==> src/rtl/instr_status_pkg.sv <==
package instr_status_pkg;
  localparam int DW = 8;
  localparam int AW = 3;

  localparam logic [AW-1:0] A_FAULT   = 3'd0;
  localparam logic [AW-1:0] A_PROT_EN = 3'd1;
  localparam logic [AW-1:0] A_STD     = 3'd2;
  localparam logic [AW-1:0] A_STD_EN  = 3'd3;
  localparam logic [AW-1:0] A_STB     = 3'd4;
  localparam logic [AW-1:0] A_SRQ_EN  = 3'd5;

  // implemented bits of each register
  localparam logic [DW-1:0] FAULT_VALID  = 8'hF6;
  localparam logic [DW-1:0] STD_VALID    = 8'hB9;
  localparam logic [DW-1:0] SRQ_EN_VALID = 8'hBF;
  localparam logic [DW-1:0] STD_PWR_ON   = 8'h80;

  // faults that always shut down, and mode faults gated by enable
  localparam logic [DW-1:0] SD_ALWAYS = 8'hB4;
  localparam logic [DW-1:0] SD_GATED  = 8'h42;

  localparam int STB_PROT  = 1;
  localparam int STB_QUEUE = 2;
  localparam int STB_MSG   = 4;
  localparam int STB_STD   = 5;
  localparam int STB_RQS   = 6;
endpackage

==> src/rtl/sticky_evt_reg.sv <==
module sticky_evt_reg #(
  parameter int W = 8,
  parameter logic [W-1:0] VALID = '1,
  parameter logic [W-1:0] RST_VAL = '0
) (
  input  logic         clk,
  input  logic         rst,
  input  logic         clr,
  input  logic [W-1:0] set_i,
  output logic [W-1:0] q
);
  logic [W-1:0] kept;
  assign kept = clr ? '0 : q;

  // a set in the clearing cycle wins over the clear
  always_ff @(posedge clk) begin
    if (rst) q <= RST_VAL;
    else     q <= kept | (set_i & VALID);
  end
endmodule

==> src/rtl/fault_shutdown.sv <==
module fault_shutdown
  import instr_status_pkg::*;
(
  input  logic          clk,
  input  logic          rst,
  input  logic [DW-1:0] fault_evt,
  input  logic [DW-1:0] prot_en,
  output logic          shutdown_q
);
  logic [DW-1:0] sd_mask;

  for (genvar i = 0; i < DW; i++) begin : g_mask
    if (SD_GATED[i]) begin : g_gated
      assign sd_mask[i] = prot_en[i];
    end else begin : g_fixed
      assign sd_mask[i] = SD_ALWAYS[i];
    end
  end

  always_ff @(posedge clk) begin
    if (rst) shutdown_q <= 1'b0;
    else     shutdown_q <= |(fault_evt & sd_mask);
  end
endmodule

==> src/rtl/status_summary.sv <==
module status_summary
  import instr_status_pkg::*;
(
  input  logic          clk,
  input  logic          rst,
  input  logic [DW-1:0] fault_q,
  input  logic [DW-1:0] std_q,
  input  logic [DW-1:0] std_en,
  input  logic [DW-1:0] srq_en,
  input  logic          queue_nonempty,
  input  logic          msg_avail,
  output logic [DW-1:0] stb_next,
  output logic [DW-1:0] stb_q,
  output logic          srq_q
);
  logic [DW-1:0] base;
  logic          rqs;

  always_comb begin
    base            = '0;
    base[STB_PROT]  = |fault_q;
    base[STB_QUEUE] = queue_nonempty;
    base[STB_MSG]   = msg_avail;
    base[STB_STD]   = |(std_q & std_en);
    rqs             = |(base & srq_en & SRQ_EN_VALID);
    stb_next        = base;
    stb_next[STB_RQS] = rqs;
  end

  always_ff @(posedge clk) begin
    if (rst) begin
      stb_q <= '0;
      srq_q <= 1'b0;
    end else begin
      stb_q <= stb_next;
      srq_q <= rqs;
    end
  end
endmodule

==> src/rtl/host_regs.sv <==
module host_regs
  import instr_status_pkg::*;
(
  input  logic          clk,
  input  logic          rst,
  input  logic          wr,
  input  logic          rd,
  input  logic [AW-1:0] addr,
  input  logic [DW-1:0] wdata,
  input  logic [DW-1:0] fault_q,
  input  logic [DW-1:0] std_q,
  input  logic [DW-1:0] stb_next,
  output logic [DW-1:0] prot_en,
  output logic [DW-1:0] std_en,
  output logic [DW-1:0] srq_en,
  output logic          fault_rd_clr,
  output logic          std_rd_clr,
  output logic [DW-1:0] rdata,
  output logic          rvalid
);
  assign fault_rd_clr = rd && (addr == A_FAULT);
  assign std_rd_clr   = rd && (addr == A_STD);

  always_ff @(posedge clk) begin
    if (rst) begin
      prot_en <= '0;
      std_en  <= '0;
      srq_en  <= '0;
    end else if (wr) begin
      case (addr)
        A_PROT_EN: prot_en <= wdata & FAULT_VALID;
        A_STD_EN:  std_en  <= wdata & STD_VALID;
        A_SRQ_EN:  srq_en  <= wdata & SRQ_EN_VALID;
        default:   ;
      endcase
    end
  end

  logic [DW-1:0] rmux;
  always_comb begin
    case (addr)
      A_FAULT:   rmux = fault_q;
      A_PROT_EN: rmux = prot_en;
      A_STD:     rmux = std_q;
      A_STD_EN:  rmux = std_en;
      A_STB:     rmux = stb_next;
      A_SRQ_EN:  rmux = srq_en;
      default:   rmux = '0;
    endcase
  end

  always_ff @(posedge clk) begin
    if (rst) begin
      rdata  <= '0;
      rvalid <= 1'b0;
    end else begin
      rvalid <= rd;
      if (rd) rdata <= rmux;
    end
  end
endmodule

==> src/rtl/instr_status_regs.sv <==
module instr_status_regs
  import instr_status_pkg::*;
(
  input  logic          clk,
  input  logic          rst,
  input  logic [DW-1:0] fault_evt,
  input  logic [DW-1:0] std_evt,
  input  logic          queue_nonempty,
  input  logic          msg_avail,
  input  logic          clr_status,
  input  logic          host_wr,
  input  logic          host_rd,
  input  logic [AW-1:0] host_addr,
  input  logic [DW-1:0] host_wdata,
  output logic [DW-1:0] host_rdata,
  output logic          host_rvalid,
  output logic          shutdown_o,
  output logic          srq_o,
  output logic [DW-1:0] stb_o
);
  logic [DW-1:0] fault_q, std_q, prot_en_q, std_en_q, srq_en_q, stb_next;
  logic          fault_rd_clr, std_rd_clr;

  sticky_evt_reg #(.W(DW), .VALID(FAULT_VALID), .RST_VAL('0)) u_fault (
    .clk(clk), .rst(rst), .clr(fault_rd_clr || clr_status),
    .set_i(fault_evt & prot_en_q), .q(fault_q)
  );

  sticky_evt_reg #(.W(DW), .VALID(STD_VALID), .RST_VAL(STD_PWR_ON)) u_std (
    .clk(clk), .rst(rst), .clr(std_rd_clr || clr_status),
    .set_i(std_evt), .q(std_q)
  );

  fault_shutdown u_sd (
    .clk(clk), .rst(rst), .fault_evt(fault_evt), .prot_en(prot_en_q),
    .shutdown_q(shutdown_o)
  );

  status_summary u_sum (
    .clk(clk), .rst(rst), .fault_q(fault_q), .std_q(std_q),
    .std_en(std_en_q), .srq_en(srq_en_q),
    .queue_nonempty(queue_nonempty), .msg_avail(msg_avail),
    .stb_next(stb_next), .stb_q(stb_o), .srq_q(srq_o)
  );

  host_regs u_host (
    .clk(clk), .rst(rst), .wr(host_wr), .rd(host_rd), .addr(host_addr),
    .wdata(host_wdata), .fault_q(fault_q), .std_q(std_q), .stb_next(stb_next),
    .prot_en(prot_en_q), .std_en(std_en_q), .srq_en(srq_en_q),
    .fault_rd_clr(fault_rd_clr), .std_rd_clr(std_rd_clr),
    .rdata(host_rdata), .rvalid(host_rvalid)
  );
endmodule

==> config.mk <==
export PLATFORM = sky130hd
export DESIGN_NAME = instr_status_regs
export DESIGN_NICKNAME = d
export VERILOG_FILES = /design/src/rtl/instr_status_pkg.sv /design/src/rtl/sticky_evt_reg.sv /design/src/rtl/fault_shutdown.sv /design/src/rtl/status_summary.sv /design/src/rtl/host_regs.sv /design/src/rtl/instr_status_regs.sv
export SDC_FILE = /design/constraint.sdc
export NUM_CORES = 1
export LEC_CHECK = 0
export BUFFER_PORTS_ARGS = -buffer_cell sky130_fd_sc_hd__buf_4
export CORE_AREA = 2 2 76 56
export CTS_CLUSTER_SIZE = 30
export DETAILED_ROUTE_END_ITERATION = 8
export DIE_AREA = 0 0 78 58
export MAX_ROUTING_LAYER = met4
export PLACE_DENSITY = 0.83
export SLEW_MARGIN = 20
export SYNTH_ARGS = -nofsm -noshare
export SYNTH_HDL_FRONTEND = slang
export SYNTH_SLANG_ARGS = --single-unit
==> constraint.sdc <==
create_clock -name clk -period 4.2 [get_ports clk]
set_clock_uncertainty 0.2 [all_clocks]
set_input_delay 0.21 -clock clk [delete_from_list [all_inputs] [get_ports clk]]
set_output_delay 0.21 -clock clk [all_outputs]
set_load 0.01 [all_outputs]
======== Word-level counts from Yosys, hierarchy flattened ========
Cells that the tools add are included.
cells by class
  eq/ne operators ......................... 5
  muxes and demuxes ....................... 3
  bitwise gates (word level) .............. 6
  reductions and logical operators ........ 12
operators by type and width
  kind                                                 count
  one-hot mux 8 bit (6 select lines)                   1
  bitwise AND 8 bit                                    3
  OR reduction 8 bit                                   3
  two-way mux 8 bit                                    2
  bitwise OR 8 bit                                     2
  bitwise AND 6 x 8 -> 8 bit                           1
  OR reduction 7 bit                                   1
  equality test 3 x 2 -> 1 bit, second input constant  2
  equality test 3 bit, second input constant           2
  AND reduction 2 bit                                  3
  equality test 3 x 1 -> 1 bit, second input constant  1
  logical NOT 3 bit                                    1
  logical AND 1 bit                                    2
  logical OR 1 bit                                     2
storage, ports and cells
  register bits ........................... 53
  bits of input ports ..................... 34
  output and inout bits ................... 19
  word-level logic and storage cells ...... 37

======== Depth between registers and ports, before layout ========
  depth in word-level cells ............... 5
  mapped depth ............................ 6
  mapped depth without buffers ............ 4

======== Modules after synthesis ========
A second synthesis with hierarchy kept.
unflattened totals
  cell total of the unflattened synthesis .. 259
  area total of the unflattened synthesis .. 2230.9 um^2
by module, submodules not included
  module                    times used  cells each  area each (um^2)  sequential area each (um^2)
  host_regs                 1           161         1383.8            540.5
  status_summary            1           33          311.5             100.1
  sticky_evt_reg (u_fault)  1           27          229.0             120.1
  sticky_evt_reg (u_std)    1           24          198.9             100.1
  instr_status_regs         1           10          62.6              0.0
  fault_shutdown            1           4           45.0              20.0

======== Worst setup path after synthesis ========
OpenSTA, ideal clock, no wires.
  kind .................................... reg-to-reg
  start ................................... reg u_std.q[0]
  end ..................................... reg u_host.rdata[5]
  setup time .............................. 134 ps
  data arrival time ....................... 1156 ps
  data required time ...................... 3866 ps
  setup slack ............................. 2710 ps
  cell stages (with the launch flop) ...... 5
  path buffers ............................ 0
  period minus slack after synthesis ...... 1490 ps
  cell sequence ........................... dfxtp_1 > a222oi_1 > nand2_1 > a222oi_1 > a211oi_1
between the ends
  cells in the longest elaborated chain, start to end .. 3
RTL lines
  element                             RTL line              source
  start: declaration                  sticky_evt_reg.sv:10  output logic [W-1:0] q
  start signal: assignment            sticky_evt_reg.sv:18  else q <= kept | (set_i & VALID);
  bitwise AND 8 bit                   status_summary.sv:24  base[STB_STD] = |(std_q & std_en);
  OR reduction 8 bit                  status_summary.sv:24
  one-hot mux 8 bit (6 select lines)  host_regs.sv:41       case (addr)
  end signal: assignment              host_regs.sv:58       if (rd) rdata <= rmux;
  end: declaration                    host_regs.sv:18       output logic [DW-1:0] rdata,
Every way passes these cells.
A chain may end at the register's enable or synchronous reset.

======== Final worst setup path ========
Same ends and word-level chain as after synthesis.

==> run summary <==
Hold Fails Final Rpt -> 0
Critical path capture point -> u_host.rdata[5]
Status -> finished clean
Post-synthesis sequential area ratio -> 46.81%
DR WL/cell -> 14.01 µm
Most common cell on crit path -> a222oi_1
P_leak -> 1.110 nW
Crit path DAT -> 1.64 ns
Commonest cells after routing, fill and taps aside -> buf_4 (44), dfxtp_1 (44), nor2_1 (37)
Endpoint class of the critical path -> flip-flop
Nets -> 288
WP data required -> 4.16 ns
Register Area -> 880.8 µm²
Worst VDD drop -> 0.2161 mV
Hold Slack -> 0.01316 ns
Root Driver -> clkbuf_8
CTS tree -> done
Die area -> 4524 µm²
Crit-path cells -> a222oi_1, nand2_1, a222oi_1, a211oi_1
Die height -> 58 µm
Vias in the first global route -> 1,456
Io pins -> 53
Post-synth EDFFs -> 0
Overall power -> 0.0008587 W
Netlist cell types -> 38
Max Slew Vio Count -> 0
Crit path max fanout -> 3
CTS clock-pin slew for the worst setup and hold paths -> 0.08 ns
Port Buffers -> 44
Iteration-0 DRC Markers -> 147
Final GP Congestion -> 0.8110
Total number of vias -> 1,586
Row count -> 19
Share of cells above drive strength 1 -> 23.92%
Worst path max stage delay -> 0.40 ns
Synth async-reset ratio -> 0%
Post-CTS Setup Inserts -> 0
CTS max path bufs -> 2
CTS H-tree lvls -> 2
Slowest cell on crit path -> a222oi_1
RR Startpoint -> u_std.q[0]
CP Class -> reg -> reg
Sum Neg Setup Slack -> 0 ns
Mapped cell area -> 1882 µm²
R2r worst-path depth -> 4
Multi-input logic area -> 905.9 µm²
Seq cells post-synth -> 44
Max-cap viol count -> 0
Synth area leaders -> dfxtp_1 (47%), mux2i_1 (13%), nor2_1 (7.4%), a21oi_1 (4.0%), a22oi_1 (2.4%)
Effective utilization at floorplan -> 49.47%
Remaining global-route overflow -> 0
DRC -> 0
Post-DP HPWL -> 3030 µm
Initial antenna violation count -> 0
Final Setup Violations -> 0
Number of vias per cell -> 5.166
Final critical-path share of the clock period -> 40.04%
Main flop type after synthesis -> dfxtp_1
Beginning of the critical path -> u_std.q[0]
Tmin final -> 1.682 ns
Die X -> 78 µm
Area Overhead vs Synth -> 33.24%
Pre-CTS setup slack -> 2.536 ns
Fillers -> 334
Syn Inst Count -> 195
RSZ-0062 raised after global routing -> no
Yosys top cell area share -> 46.81%
First-pass GRT wire length -> 6996 µm
GRT Total Usage -> 21.08%
# resized after CTS -> 0
Largest net degree at the start of global routing -> 45
Power per cell area -> 342.5 nW/µm²
Routed Wire Length -> 4302 µm
Crit path launch type -> flip-flop
PnR worst setup slack -> 2.519 ns
R2R Setup Slk -> 2.52 ns
Antenna Nets Post-Route -> 0
Reg2reg end -> u_host.rdata[5]
Cts hold-fix bufs -> 21
Fmax achieved -> 594.7 MHz
DR pass1 iterations -> 4
Syn Area/Cell -> 9.650 µm²
Antenna diodes -> 0
Hold Crit Class -> in -> reg
Synth warn -> 0
# clock sinks -> 44
Number of buffers created by CTS -> 5
Core area -> 3804 µm²
Clk_lat worst skew -> 0.30 ns
Largest area contributor in the netlist -> dfxtp_1
power by group:
group          switching [W]  total (W)  internal, W
Sequential        0.00000839   0.000438     0.000430
Combinational      0.0000519   0.000109    0.0000572
Clock               0.000135   0.000311     0.000176
Total               0.000195   0.000859     0.000664
logic make-up (layout without fill, tap and decap cells):
family                 after synthesis  after routing  share of synthesized area (%)
muxes                               28             28                          16.36
buffers and inverters               17             75                          5.452
AOI/OAI and AO/OA                   38             38                          13.63
and+or+nand+nor                     67             67                          17.55
DFF                                 44             44                          46.81
other                                1              3                         0.1993
metal layers:
layer / vias to the layer above / share of wire (%) / GRT usage, %
met5: - / 0 / -
met4: 0 / 0.98 / 7.519
met3: 5 / 6.3 / 4.829
met2: 49 / 45 / 31.77
met1: 726 / 48 / 28.12
li1: 806 / - / -
synthesized netlist by cell type, types with 2 or more instances:
| master | number |
|---|---|
| nor3_1 | 3 |
| a21oi_1 | 15 |
| clkbuf_1 | 6 |
| a22oi_1 | 6 |
| a211oi_1 | 3 |
| nor4_1 | 3 |
| mux2i_1 | 24 |
| nand3_1 | 4 |
| mux4_2 | 2 |
| dfxtp_1 | 44 |
| nor2_1 | 37 |
| buf_6 | 2 |
| nor2b_1 | 2 |
| inv_1 | 2 |
| nand2_1 | 9 |
| o21ai_0 | 4 |
| buf_4 | 6 |
| nand2b_1 | 2 |
| a222oi_1 | 2 |
stage by stage:
stage	instances	area [µm²]	util, %
after global placement	278	2190	57.57
after floorplan	197	1889	-
after CTS	307	2507	65.92
after detailed placement	278	2190	57.57
final	307	2507	65.92
after global routing	307	2507	65.92
layout make-up:
cell class                 count  share of cell area, %
clock inverter                 2                  1.397
timing repair buffer          65                  21.56
tap                           52                  2.595
inverter                       2                 0.2994
clock buffer                   6                  2.894
sequential                    44                  35.13
multi-input combinational    136                  36.13
sequential cells by signal (all words and copies together), names as in the netlist, 4 cells and up:
signal,flops
u_host.prot_en,6
u_fault.q,6
u_host.srq_en,7
u_std.q,5
u_host.rdata,8
u_sum.stb_q,4
u_host.std_en,5
worst min path at each step:
stage / start / end / slack [ns] / cells past startpoint
6_report: host_rd / u_host.rdata[0] / 0.01 / 2
5_1_grt: host_rd / u_host.rdata[0] / 0.01 / 2
4_1_cts: host_rd / u_host.rdata[0] / 0.006 / 2
3_5_place_dp: std_evt[7] / u_std.q[7] / 0.20 / 2
3_3_place_gp: std_evt[7] / u_std.q[7] / 0.19 / 2
2_1_floorplan: std_evt[7] / u_std.q[7] / 0.10 / 1
critical path: cells and delay by family, from the launching register on:
| family | cells | cell delay (ns) |
|---|---|---|
| DFF | 1 | 0.33 |
| and+or+nand+nor | 1 | 0.18 |
| AOI/OAI and AO/OA | 3 | 0.83 |
No activity file was read; power rests on OpenSTA's default activity.
